--- config.mk ---
export PLATFORM = sky130hd
export DESIGN_NAME = rtc_stat_regs
export DESIGN_NICKNAME = d
export VERILOG_FILES = /design/src/rtl/rtc_stat_pkg.sv /design/src/rtl/rtc_sticky_flag.sv /design/src/rtl/rtc_conv_busy.sv /design/src/rtl/rtc_alarm_irq.sv /design/src/rtl/rtc_stat_regs.sv
export SDC_FILE = /design/constraint.sdc
export NUM_CORES = 1
export LEC_CHECK = 0
export ABC_AREA = 0
export BUFFER_PORTS_ARGS = -buffer_cell sky130_fd_sc_hd__buf_2
export CAP_MARGIN = 0
export CORE_ASPECT_RATIO = 0.7
export CORE_MARGIN = 3
export CORE_UTILIZATION = 37
export DETAILED_ROUTE_END_ITERATION = 12
export HOLD_SLACK_MARGIN = 0.15
export PLACE_DENSITY = 0.77
export RECOVER_POWER = 50
export SYNTH_ARGS = -nofsm -noshare
export SYNTH_HDL_FRONTEND = slang
export SYNTH_HIERARCHICAL = 1
export SYNTH_SLANG_ARGS = --single-unit
export TNS_END_PERCENT = 50
--- constraint.sdc ---
create_clock -name clk -period 3.41 [get_ports clk]
set_clock_uncertainty 0.15 [all_clocks]
set_input_delay 0.682 -clock clk [delete_from_list [all_inputs] [get_ports clk]]
set_output_delay 0.682 -clock clk [all_outputs]
set_load 0.005 [all_outputs]
--- src/rtl/rtc_stat_pkg.sv ---
// Shared constants for the RTC status register bank.
// Assumes an 8-bit data path; bit positions are fixed because software
// decodes them.
package rtc_stat_pkg;
    localparam int DATA_W   = 8;
    localparam int N_ALM    = 2;
    localparam int OSF_BIT  = 7;
    localparam int EN32_BIT = 3;
    localparam int BUSY_BIT = 2;
    localparam int ALM_BIT0 = 0;

    // Assemble the status byte; unused bits read as zero.
    function automatic logic [DATA_W-1:0] pack_status(
        input logic             osf,
        input logic             en32,
        input logic             busy,
        input logic [N_ALM-1:0] alm
    );
        logic [DATA_W-1:0] v;
        v = '0;
        v[OSF_BIT]  = osf;
        v[EN32_BIT] = en32;
        v[BUSY_BIT] = busy;
        for (int i = 0; i < N_ALM; i++) begin
            v[ALM_BIT0+i] = alm[i];
        end
        return v;
    endfunction
endpackage

--- src/rtl/rtc_sticky_flag.sv ---
// Sticky flag: set by a hardware event, cleared only by an explicit
// software clear. A set and a clear in the same cycle leave the flag set.
// Assumes set_i and clr_i are synchronous to clk.
module rtc_sticky_flag #(
    parameter logic RST_VAL = 1'b0
) (
    input  logic clk,
    input  logic rst_n,
    input  logic set_i,
    input  logic clr_i,
    output logic flag_o
);
    // Flag state with set priority over clear.
    always_ff @(posedge clk) begin
        if (!rst_n)     flag_o <= RST_VAL;
        else if (set_i) flag_o <= 1'b1;
        else if (clr_i) flag_o <= 1'b0;
    end
endmodule

--- src/rtl/rtc_conv_busy.sv ---
// Busy tracker for the compensation engine. An accepted request raises
// busy and emits a one-cycle start pulse. Requests seen while busy are
// dropped. Busy falls when the engine reports idle.
// Assumes the engine drops comp idle within a cycle of the start pulse.
module rtc_conv_busy (
    input  logic clk,
    input  logic rst_n,
    input  logic req_i,
    input  logic idle_i,
    output logic busy_o,
    output logic start_o
);
    // Busy state and start pulse.
    always_ff @(posedge clk) begin
        if (!rst_n) begin
            busy_o  <= 1'b0;
            start_o <= 1'b0;
        end else begin
            start_o <= 1'b0;
            if (!busy_o && req_i) begin
                busy_o  <= 1'b1;
                start_o <= 1'b1;
            end else if (busy_o && idle_i) begin
                busy_o  <= 1'b0;
            end
        end
    end
endmodule

--- src/rtl/rtc_alarm_irq.sv ---
// Combines alarm flags with their enables and the interrupt-mode bit
// into an open-drain, active-low interrupt level.
// Purely combinational so the pin follows the flags in the same cycle.
module rtc_alarm_irq #(
    parameter int N_ALM = 2
) (
    input  logic [N_ALM-1:0] flag_i,
    input  logic [N_ALM-1:0] ie_i,
    input  logic             mode_i,
    output logic             irq_n_o
);
    logic [N_ALM-1:0] qual;

    // Per-alarm qualification.
    for (genvar g = 0; g < N_ALM; g++) begin : g_qual
        assign qual[g] = flag_i[g] & ie_i[g];
    end

    // Pull the line low while any qualified alarm is pending in interrupt mode.
    always_comb irq_n_o = ~(mode_i & (|qual));
endmodule

--- src/rtl/rtc_stat_regs.sv ---
// RTC status/control bank: oscillator-stop flag, clock-output enable,
// compensation busy, alarm flags with interrupt, and aging trim register.
// Assumes a single-cycle write strobe protocol and combinational reads.
module rtc_stat_regs
    import rtc_stat_pkg::*;
#(
    parameter int                ADDR_W    = 8,
    parameter logic [ADDR_W-1:0] STAT_ADDR = 8'h0F,
    parameter logic [ADDR_W-1:0] TRIM_ADDR = 8'h10
) (
    input  logic              clk,
    input  logic              rst_n,
    input  logic [ADDR_W-1:0] bus_addr,
    input  logic              bus_we,
    input  logic [DATA_W-1:0] bus_wdata,
    output logic [DATA_W-1:0] bus_rdata,
    input  logic              osc_halted_i,
    input  logic [N_ALM-1:0]  alm_hit_i,
    input  logic              conv_req_i,
    input  logic              comp_idle_i,
    input  logic [N_ALM-1:0]  alm_ie_i,
    input  logic              irq_mode_i,
    input  logic              ref32_i,
    output logic              clk32_o,
    output logic              clk32_oe_o,
    output logic              irq_n_o,
    output logic              conv_start_o,
    output logic [DATA_W-1:0] aging_trim_o
);
    logic              stat_wr;
    logic              trim_wr;
    logic              osf_q;
    logic              en32_q;
    logic              busy_q;
    logic [N_ALM-1:0]  alm_flag_q;
    logic [DATA_W-1:0] trim_q;

    // Address decode of bus writes.
    always_comb begin
        stat_wr = bus_we && (bus_addr == STAT_ADDR);
        trim_wr = bus_we && (bus_addr == TRIM_ADDR);
    end

    rtc_sticky_flag #(.RST_VAL(1'b1)) u_osf (
        .clk    (clk),
        .rst_n  (rst_n),
        .set_i  (osc_halted_i),
        .clr_i  (stat_wr && !bus_wdata[OSF_BIT]),
        .flag_o (osf_q)
    );

    for (genvar g = 0; g < N_ALM; g++) begin : g_alm
        rtc_sticky_flag #(.RST_VAL(1'b0)) u_flag (
            .clk    (clk),
            .rst_n  (rst_n),
            .set_i  (alm_hit_i[g]),
            .clr_i  (stat_wr && !bus_wdata[ALM_BIT0+g]),
            .flag_o (alm_flag_q[g])
        );
    end

    rtc_conv_busy u_busy (
        .clk     (clk),
        .rst_n   (rst_n),
        .req_i   (conv_req_i),
        .idle_i  (comp_idle_i),
        .busy_o  (busy_q),
        .start_o (conv_start_o)
    );

    rtc_alarm_irq #(.N_ALM(N_ALM)) u_irq (
        .flag_i  (alm_flag_q),
        .ie_i    (alm_ie_i),
        .mode_i  (irq_mode_i),
        .irq_n_o (irq_n_o)
    );

    // Clock-output enable bit, plain read/write.
    always_ff @(posedge clk) begin
        if (!rst_n)       en32_q <= 1'b1;
        else if (stat_wr) en32_q <= bus_wdata[EN32_BIT];
    end

    // Aging trim register.
    always_ff @(posedge clk) begin
        if (!rst_n)       trim_q <= '0;
        else if (trim_wr) trim_q <= bus_wdata;
    end

    // Clock pin gating and trim output.
    always_comb begin
        clk32_oe_o   = en32_q;
        clk32_o      = ref32_i & en32_q;
        aging_trim_o = trim_q;
    end

    // Read multiplexer.
    always_comb begin
        if (bus_addr == STAT_ADDR)      bus_rdata = pack_status(osf_q, en32_q, busy_q, alm_flag_q);
        else if (bus_addr == TRIM_ADDR) bus_rdata = trim_q;
        else                            bus_rdata = '0;
    end
endmodule

Yosys cells after proc, flatten, opt, wreduce, memory -nomap -nowiden
Cells that the tools add are included.
Cells by class
  equality and inequality tests: 2
  mux-type cells: 9
  bitwise operators: 6
  reductions and logical operators: 16
Operator list (number)
  $mux 8: 2
  $eq 8x4->1 const B: 1
  $eq 8x5->1 const B: 1
  $logic_and 1x1->1: 7
  $mux 1: 7
  $reduce_bool 2->1: 3
  $and 1x1->1: 4
  $logic_not 1->1: 4
  $reduce_or 2->1: 2
  $not 1->1: 2
Word-level totals
  input port bits: 28
  flip-flop bits (word level): 14
  word-level logic and storage cells: 40
  output and inout bits: 20

Longest topological paths before layout
Gate-level depths: netlist of the first run.
  word-level depth: 5
  mapped depth: 6
  depth with buffers taken out: 5

By module
The synthesis of the first run kept the hierarchy.
By module, submodules not included
  rtc_stat_regs: instances 1, area each 563.0 um^2, cells each 70, seq. area each 180.2 um^2
  rtc_sticky_flag at g_alm[0].u_flag ...: instances 2, area each 41.3 um^2, cells each 3, seq. area each 20.0 um^2
  rtc_conv_busy: instances 1, area each 61.3 um^2, cells each 6, seq. area each 40.0 um^2
  rtc_sticky_flag at u_osf: instances 1, area each 33.8 um^2, cells each 3, seq. area each 20.0 um^2
  rtc_alarm_irq: instances 1, area each 12.5 um^2, cells each 2, seq. area each 0.0 um^2

Least setup slack after synthesis of the first run
Ideal clock, no wire load.
  path kind: input to output
  start point: input port bus_addr[0]
  end point: output port bus_rdata[4]
  path buffers: 0
  data arrival time: 1404 ps
  path slack: 1174 ps
  stages on the path: 3
  data required time: 2578 ps
  path through: nor4b_4 > and2_2 > and3_1
Between the ends
  cells in the longest elaborated chain, start to end: 3
  elaborated cells on any way between the ends: 4
  those cells by class: eq/ne (2); mux (2)
RTL lines
  start: declaration: line rtc_stat_regs.sv:13  | input logic [ADDR_W-1:0] bus_addr,
  $eq 8x5->1: line rtc_stat_regs.sv:100  | else if (bus_addr == TRIM_ADDR) bus_rdata = trim_q;
  $mux 8: line rtc_stat_regs.sv:100
  $mux 8 (*): line rtc_stat_regs.sv:99  | if (bus_addr == STAT_ADDR) bus_rdata = pack_status(osf_q, en32_q, busy_q, alm_flag_q);
  end: declaration: line rtc_stat_regs.sv:16  | output logic [DATA_W-1:0] bus_rdata,
Every way passes the cells marked *; elsewhere a longest branch is shown, timed or not.

Worst setup path in the final report of the first run
  start point: input port bus_addr[0]
  end point: output port bus_rdata[6]
Same word-level chain as after synthesis.

==> metrics.md, run 1 <==
| Metric | Value |
|---|---|
| Least-Margin Pin Slew | `0.879 ns` |
| HP Class | `reg2reg` |
| Top cell type's share of synthesized area | `37.2%` |
| First-pass DRT Iterations | `4` |
| Row count | `12` |
| Count of final hold-check violations | `0` |
| Post-Synthesis Cells | `87` |
| WP depth | `5` |
| Final std cells w/o fill | `approximately 160` |
| CP required | `between 2 and 3 ns` |
| Critical path peak fanout | `7` |
| Worst-path clk slew | `roughly 0.09 ns` |
| Layout area overhead | `33.7%` |
| Starting density of the core | `between 40% and 50%` |
| Clk Latency, worst-skew pair | `between 0.2 and 0.3 ns` |
| Unrepaired setup endpoints after global routing | `no` |
| Final period util | `around three quarters` |
| Die X | `59.9 um` |
| Synth top cells by count | `nand2_1 (19), dfxtp_1 (14), nand3_1 (10)` |
| CTS tree | `built` |
| Power density cells | `327 nW/um2` |
| Achievable Freq | `around 0.39 GHz` |
| DR iter-0 viols | `21` |
| Worst Reg2Reg Path Length in Cells | `2` |
| Port Buf Inserts | `47` |
| # Post-CTS Setup Buffers | `0` |
| DP HPWL | `~1.5 mm` |
| R2r setup slk | `between 2 and 3 ns` |
| CP most frequent cell | `buf_2` |
| Top Family by Delay on Critical Path | `simple AND/OR/NAND/NOR gates` |
| GRT Util Overall | `between 10% and 20%` |
| Relative slew slack | `between 40% and 50%` |
| Total negative slack | `0 ns` |
| Register area share after synthesis | `37.2%` |
| Status | `complete, no violations` |
| Placed Instances | `around 150` |
| Global route total overflow | `0` |
| Post-CTS Resized | `0` |
| Critical Path AT | `between 1.5 and 2 ns` |
| Reg2Reg Capture Point | `g_alm[0].u_flag/flag_o` |
| CP Buf/Inv Count | `2` |
| ANT nets after route | `0` |
| IO Count | `48` |
| Clock root cell | `clkbuf_4` |
| Core box area | `approximately 1700 um2` |
| Filler cells | `about 170` |
| Fraction of final layout cells sized beyond drive strength 1 | `37.3%` |
| FF+latch count, synth | `14` |
| Most common cell in the netlist | `nand2_1` |
| Hold-fix buffers at CTS | `0` |
| Wire length per cell | `roughly 12 um` |
| Netlist cell types | `26` |
| Hold path depth | `1` |
| Initial antenna violation count | `0` |
| Final setup viols | `0` |
| Total vias in the final route | `771` |
| CP max stage delay | `roughly 0.45 ns` |
| Worst r2r src | `g_alm[0].u_flag/flag_o` |
| CTS buffer count | `3` |
| Cell Area, Synth | `753 um2` |
| Largest net degree at the start of global routing | `24` |
| Number of clock sinks | `14` |
| Peak VDD IR | `between 0.0002 and 0.00025 V` |
| Average size of a mapped cell | `around 8.7 um2` |
| WL final | `roughly 1.9 mm` |
| CP Capture Point | `bus_rdata[6]` |
| Final Slew Violations | `0` |
| # Max-Cap Violations | `0` |
| Worst path slowest cell | `nor4b_4` |
| Worst Setup End Kind | `output port` |
| Residual DRC | `0` |
| Detailed-route vias per instance | `approximately 5` |
| CP startpoint | `bus_addr[0]` |
| Final GP Congestion | `approximately 0.8` |
| # diodes | `0` |
| Number of flops mapped to enable cells by yosys | `0` |
| Syn nets | `115` |
| Top cells by area, synth | `dfxtp_1 (37%), mux2i_1 (12%), nand2_1 (9.5%)` |
| H-tree depth | `1` |
| Startpoint Class | `input pin` |
| Yosys warnings | `6` |
| Top FF cell, synth | `dfxtp_1` |
| Total die area | `about 2600 um2` |
| Max clock buf depth | `2` |
| Post-synth ARST share | `0%` |
| Pleak | `0.480 nW` |
| Synth area leader | `dfxtp_1` |
| Min Tclk post-route | `2.56 ns` |
| First-pass GRT wire length | `3.00 mm` |
| Vias in the first global route | `715` |
| Critical Path, Cell by Cell | `buf_2 > nor4b_4 > and2_2 > and3_1 > buf_2` |
| Die Span Y | `roughly 44 um` |
| # nets final | `163` |
| Kind of critical path | `in2out` |
where the power goes:
part | internal [mW] | total, mW | switching, mW
clock | 0.0649 | 0.118 | 0.0535
sequential | 0.167 | 0.169 | 0.00241
combinational | 0.0217 | 0.0413 | 0.0195
total | 0.253 | 0.329 | 0.0754
worst min-delay path by stage:
| stage | startpoint | end | slack [ns] |
|---|---|---|---|
| 3_5_place_dp | u_busy/busy_o | u_busy/start_o | 0.30 |
| 3_3_place_gp | u_busy/busy_o | u_busy/start_o | 0.29 |
| 4_1_cts | u_busy/busy_o | u_busy/start_o | 0.32 |
| 2_1_floorplan | u_busy/busy_o | u_busy/start_o | 0.28 |
| 5_1_grt | aging_trim_o[7] | aging_trim_o[7] | 0.35 |
| 6_report | u_busy/busy_o | u_busy/start_o | 0.31 |
placed cells by master (no fill, tap or decap), drive strengths merged, types with 3 or more instances in the layout:
master  synthesis  routed
dfxtp          14      14
and3            3       3
mux2i           9       9
nor2b           4       4
clkbuf          0      10
a21oi           5       5
nand3          10      10
nor2            4       4
buf             3      41
nand2          19      19
final cells by class:
class / count / area [um2] / share of cell area [%]
well taps: 21 / 26.3 / 2.61
clock buffers: 4 / 36.3 / 3.60
multi-input cells: 68 / 433 / 43.0
inverters: 1 / 3.75 / 0.373
flip-flops and latches: 14 / 280 / 27.8
repair buffers: 47 / 228 / 22.6
through the flow:
step           cell area (um2)  power (mW)  utilization [%]  setup WS (ns)  hold WS, ns
2_1_floorplan              753       0.192                -           1.17        0.277
3_3_place_gp               978       0.213             56.2          0.887        0.290
3_5_place_dp               978       0.214             56.2          0.851        0.296
4_1_cts                   1010       0.332             58.3          0.849        0.317
5_1_grt                   1010       0.343             57.8          0.741        0.355
6_report                  1010       0.329             57.8          0.845        0.314
logic make-up after synthesis:
kind of cell	synth area share, %
buffers and inverters	5.31
AOI/OAI and AO/OA	7.81
and+or+nand+nor	37.7
muxes	12.0
DFF	37.2
state kept, by name, summed over array words and instances, names as in the netlist:
signal and cells:
aging_trim_o 8, clk32_oe_o 1, g_alm.u_flag/flag_o 2, u_busy/busy_o 1
u_busy/start_o 1, u_osf/flag_o 1
metal layers:
layer	GRT usage, %	up-vias	wire (um)
met4	2.65	0	0
met1	19.8	340	888
met3	6.85	0	234
met5	0	-	0
met2	22.6	35	775
li1	-	396	-
Note: power is estimated with default switching activity, not from simulation.
==> inputs of run 2 (changes only) <==
--- a/config.mk
+++ b/config.mk
@@ -13,7 +13,7 @@
 export CORE_UTILIZATION = 37
 export DETAILED_ROUTE_END_ITERATION = 12
 export HOLD_SLACK_MARGIN = 0.15
-export PLACE_DENSITY = 0.77
+export PLACE_DENSITY = 0.8
 export RECOVER_POWER = 50
 export SYNTH_ARGS = -nofsm -noshare
 export SYNTH_HDL_FRONTEND = slang
==> constraint.sdc (replaced) <==
create_clock -name clk -period 2.2 [get_ports clk]
set_clock_uncertainty 0.15 [all_clocks]
set_input_delay 0.44 -clock clk [delete_from_list [all_inputs] [get_ports clk]]
set_output_delay 0.44 -clock clk [all_outputs]
set_load 0.005 [all_outputs]
==> metrics.md, run 2 (synthesized netlist as in run 1, its figures left out) <==
| Metric | Value |
|---|---|
| Status | `complete, no violations` |
| First-pass DRT Iterations | `4` |
| HP Class | `in2reg` |
| Hold Crit Endpoint | `u_osf/flag_o` |
| CP required | `between 1.5 and 2 ns` |
| Startpoint Class | `input pin` |
| Final Slew Violations | `0` |
| Largest net degree at the start of global routing | `24` |
| Hold-fix buffers at CTS | `0` |
| Worst Hold Slack | `0.192 ns` |
| Top Family by Delay on Critical Path | `buffers and inverters` |
| Worst Reg2Reg Path Length in Cells | `2` |
| Vias in the first global route | `672` |
| Critical path peak fanout | `5` |
| Total negative slack | `0 ns` |
| Setup WS pre-CTS | `0.211 ns` |
| # diodes | `0` |
| Residual DRC | `0` |
| Clk Latency, worst-skew pair | `0.28 ns` |
| Reg2Reg Capture Point | `g_alm[1].u_flag/flag_o` |
| Min Tclk post-route | `~2.0 ns` |
| Final GP Congestion | `0.914` |
| GRT Util Overall | `15.0%` |
| Commonest non-fill, non-tap cell in the layout | `buf_2` |
| Worst path slowest cell | `nor4b_4` |
| Power density cells | `roughly 500 nW/um2` |
| Max reg flops | `8` |
| H-tree depth | `1` |
| Relative slew slack | `42.2%` |
| Pleak | `0.496 nW` |
| Hold path depth | `2` |
| Peak VDD IR | `~0.00036 V` |
| Row count | `12` |
| First-pass GRT wire length | `about 2.9 mm` |
| IO Count | `48` |
| CTS buffer count | `3` |
| Achievable Freq | `between 0.5 and 0.6 GHz` |
| Wire length per cell | `12.6 um` |
| Clock root cell | `clkbuf_4` |
| ANT nets after route | `0` |
| Global route total overflow | `0` |
| CP max stage delay | `0.30 ns` |
| DP HPWL | `roughly 1.6 mm` |
| Initial antenna violation count | `0` |
| Port Buf Inserts | `47` |
| Critical Path AT | `1.40 ns` |
| WL final | `1.96 mm` |
| R2r setup slk | `approximately 1.3 ns` |
| Final worst slack | `around 0.21 ns` |
| Final period util | `between 90 and 100%` |
| Count of final hold-check violations | `0` |
| Least-Margin Pin Slew | `~0.87 ns` |
| Worst r2r src | `g_alm[1].u_flag/flag_o` |
| Commonest non-fill, non-tap cells in the layout | `buf_2 (44), nand2_1 (19), dfxtp_1 (14)` |
| CP most frequent cell | `buf_2` |
| Die Span Y | `approximately 44 um` |
| Critical Path, Cell by Cell | `buf_2 > nor4b_4 > buf_4 > nand3_1 > a21oi_1 > buf_2` |
| Fraction of final layout cells sized beyond drive strength 1 | `40.0%` |
| DR iter-0 viols | `37` |
| Worst-path clk slew | `~0.080 ns` |
| Worst Setup End Kind | `output port` |
| CTS tree | `built` |
| Unrepaired setup endpoints after global routing | `no` |
| Kind of critical path | `in2out` |
| Core box area | `1740 um2` |
| Total vias in the final route | `between 800 and 900` |
| Starting density of the core | `between 40% and 50%` |
| Max clock buf depth | `2` |
| Layout area overhead | `35.2%` |
| Detailed-route vias per instance | `5.21` |
| # Max-Cap Violations | `0` |
| Post-CTS Resized | `0` |
| # nets final | `between 150 and 200` |
| CP Buf/Inv Count | `3` |
| Hold Startpoint | `osc_halted_i` |
| Number of clock sinks | `14` |
| # Post-CTS Setup Buffers | `0` |
| Die X | `about 60 um` |
| Final setup viols | `0` |
| Total die area | `about 2600 um2` |
## run 2: changes by cell type in the layout (fill, tap and decap cells not counted)
cell,previous run,this run
clkbuf_1,6,3
buf_2,41,44
buf_4,0,1
## run 2: report_power, final
part           internal (mW)  leakage, nW  switching (mW)  total, mW
Sequential             0.259        0.114         0.00377      0.262
Clock                  0.101       0.0210          0.0834      0.184
Combinational         0.0345        0.361          0.0308     0.0653
Total                  0.394        0.496           0.118      0.512
## run 2: metal layers
layer	routed length [um]	track usage, %	up-vias
li1	-	-	399
met1	882	19.5	369
met2	805	22.8	43
met3	264	7.14	2
met4	8	2.65	0
met5	0	0	-
## run 2: worst max path at each step
stage | depth (start not counted) | slack, ns | endpoint | start
6_report | 6 | 0.21 | bus_rdata[2] | bus_addr[0]
3_5_place_dp | 4 | 0.21 | aging_trim_o[2] | bus_addr[5]
3_3_place_gp | 6 | 0.23 | bus_rdata[0] | bus_addr[0]
5_1_grt | 6 | 0.12 | bus_rdata[7] | bus_addr[0]
2_1_floorplan | 3 | 0.45 | bus_rdata[4] | bus_addr[0]
4_1_cts | 6 | 0.21 | bus_rdata[2] | bus_addr[0]
## run 2: worst register-to-register path, cell delays in order, from the launching register on
cell and delay, ns:
dfxtp_1 0.34, nor2b_4 0.12, o21a_1 0.17
## run 2: final cells by class
type	instances	area, um2
clock buffers	4	36.3
fillers	162	723
inverters	1	3.75
multi-input cells	68	433
flip-flops and latches	14	280
well taps	21	26.3
repair buffers	48	239
## run 2: per-stage QoR
| stage | util (%) | power, mW | std cells | area (um2) |
|---|---|---|---|---|
| CTS | 58.7 | 0.519 | 156 | 1020 |
| detailed placement | 56.6 | 0.334 | 152 | 986 |
| floorplan | - | 0.298 | 87 | 753 |
| finish | 58.5 | 0.512 | 156 | 1020 |
| global placement | 56.6 | 0.332 | 152 | 986 |
| global route | 58.5 | 0.540 | 156 | 1020 |
==> inputs of run 3 (changes only) <==
--- a/config.mk
+++ b/config.mk
@@ -11,10 +11,11 @@
 export CORE_ASPECT_RATIO = 0.7
 export CORE_MARGIN = 3
 export CORE_UTILIZATION = 37
+export CTS_CLUSTER_SIZE = 30
 export DETAILED_ROUTE_END_ITERATION = 12
 export HOLD_SLACK_MARGIN = 0.15
 export PLACE_DENSITY = 0.8
-export RECOVER_POWER = 50
+export RECOVER_POWER = 100
 export SYNTH_ARGS = -nofsm -noshare
 export SYNTH_HDL_FRONTEND = slang
 export SYNTH_HIERARCHICAL = 1
==> metrics.md, run 3 (synthesized netlist as in run 1, its figures left out) <==
| Metric | Value |
|---|---|
| Status | `complete, no violations` |
| Least-Margin Pin Slew | `roughly 0.87 ns` |
| Pleak | `approximately 0.48 nW` |
| First-pass GRT wire length | `2.95 mm` |
| # diodes | `0` |
| WL final | `1.97 mm` |
| Relative slew slack | `between 40% and 50%` |
| Worst Setup End Kind | `output port` |
| Final GP Congestion | `0.914` |
| Multi-input logic area | `about 430 um2` |
| Final period util | `around nine tenths` |
| Achievable Freq | `between 0.4 and 0.5 GHz` |
| Met2 Wirelength | `just over 800 um` |
| Port Buf Inserts | `47` |
| Row count | `12` |
| Total negative slack | `0 ns` |
| HP Class | `in2reg` |
| Logic gate share of total power | `roughly an eighth` |
| CTS tree | `built` |
| Peak VDD IR | `~0.00036 V` |
| CP max stage delay | `0.32 ns` |
| Sequential Power Share | `around half` |
| Total die area | `between 2000 and 3000 um2` |
| DR iter-0 viols | `29` |
| Global route total overflow | `0` |
| Commonest non-fill, non-tap cells in the layout | `buf_2 (39), nand2_1 (19), dfxtp_1 (14)` |
| Routed metal-1 wire length | `856 um` |
| Detailed-route vias per instance | `5.28` |
| Fin util | `58.1%` |
| Residual DRC | `0` |
| # Post-CTS Setup Buffers | `0` |
| Clk pwr share | `36.0%` |
| Worst path slowest cell | `nor4b_4` |
| Max clock buf depth | `2` |
| Top Family by Delay on Critical Path | `buffers and inverters` |
| Critical path peak fanout | `5` |
| Switch Pwr | `about 0.12 mW` |
| Initial antenna violation count | `0` |
| Clk Latency, worst-skew pair | `between 0.2 and 0.3 ns` |
| Kind of critical path | `in2out` |
| Commonest non-fill, non-tap cell in the layout | `buf_2` |
| Worst-path clk slew | `0.08 ns` |
| Worst Hold Slack | `between 0.15 and 0.2 ns` |
| Uppermost layer routed | `met4` |
| Die Span Y | `43.8 um` |
| Count of final hold-check violations | `0` |
| Final setup viols | `0` |
| Storage cell area | `280 um2` |
| CTS buffer count | `3` |
| Critical Path, Cell by Cell | `clkbuf_1 > nor4b_4 > buf_4 > nand3_1 > a21oi_1 > clkbuf_1` |
| Die X | `59.9 um` |
| Core box area | `1740 um2` |
| # nets final | `164` |
| CP Buf/Inv Count | `3` |
| Post-CTS Resized | `0` |
| GRT Util Overall | `between 15 and 20%` |
| Cell-internal power | `approximately 0.39 mW` |
| Critical Path AT | `roughly 1.4 ns` |
| Layout area overhead | `34.4%` |
| Wire length per cell | `~13 um` |
| H-tree depth | `1` |
| Total vias in the final route | `about 820` |
| Clock root cell | `clkbuf_4` |
| Final Slew Violations | `0` |
| Startpoint Class | `input pin` |
| Net Sw Frac | `around 23%` |
| DR WL met3 | `a little under 300 um` |
| CP most frequent cell | `clkbuf_1` |
| CP required | `about 1.6 ns` |
| Min Tclk post-route | `2.00 ns` |
| First-pass DRT Iterations | `4` |
| Fraction of final layout cells sized beyond drive strength 1 | `36.3%` |
| ANT nets after route | `0` |
| Hold-fix buffers at CTS | `0` |
| IO Count | `48` |
| Vias in the first global route | `672` |
| Filler cells | `around 160` |
| Max reg flops | `8` |
| # Max-Cap Violations | `0` |
| Power density cells | `505 nW/um2` |
| DP HPWL | `between 1.5 and 2 mm` |
| Unrepaired setup endpoints after global routing | `no` |
| Starting density of the core | `a little over two fifths` |
| Number of clock sinks | `14` |
| Largest net degree at the start of global routing | `24` |
## run 3: metrics by stage
step | instance area, um2 | total power, mW | cells | worst slack [ns]
2_1_floorplan | 753 | 0.298 | 87 | 0.448
3_3_place_gp | 986 | 0.332 | 152 | 0.227
3_5_place_dp | 986 | 0.334 | 152 | 0.211
4_1_cts | 1020 | 0.519 | 156 | 0.210
5_1_grt | 1010 | 0.540 | 156 | 0.108
6_report | 1010 | 0.511 | 156 | 0.196
## run 3: layout make-up
| type | count | area share (%) |
|---|---|---|
| multi-input combinational | 68 | 42.6 |
| sequential | 14 | 27.7 |
| timing repair buffer | 48 | 23.1 |
| clock buffer | 4 | 3.58 |
| tap | 21 | 2.60 |
| inverter | 1 | 0.371 |
## run 3: power by group through the flow
| stage | Clock [mW] | Combinational, mW | Sequential [mW] |
|---|---|---|---|
| after floorplan | 0 | 0.0300 | 0.268 |
| after global placement | 0 | 0.0635 | 0.268 |
| after detailed placement | 0 | 0.0652 | 0.268 |
| after CTS | 0.192 | 0.0655 | 0.262 |
| after global routing | 0.205 | 0.0719 | 0.263 |
| final | 0.184 | 0.0649 | 0.262 |
## run 3: path summary, 6_finish.rpt
kind,startpoint,end,slack [ns],cells past startpoint
worst max-delay path,bus_addr[0],bus_rdata[2],0.20,6
worst min-delay path,osc_halted_i,u_osf/flag_o,0.19,2
worst min register to register,aging_trim_o[6],aging_trim_o[6],0.32,2
worst max register to register,g_alm[1].u_flag/flag_o,g_alm[1].u_flag/flag_o,1.33,2
## run 3: routing by layer
layer / vias up / track usage (%)
met5: - / 0
met4: 0 / 2.65
met3: 2 / 7.14
li1: 400 / -
met2: 52 / 22.8
met1: 370 / 19.5
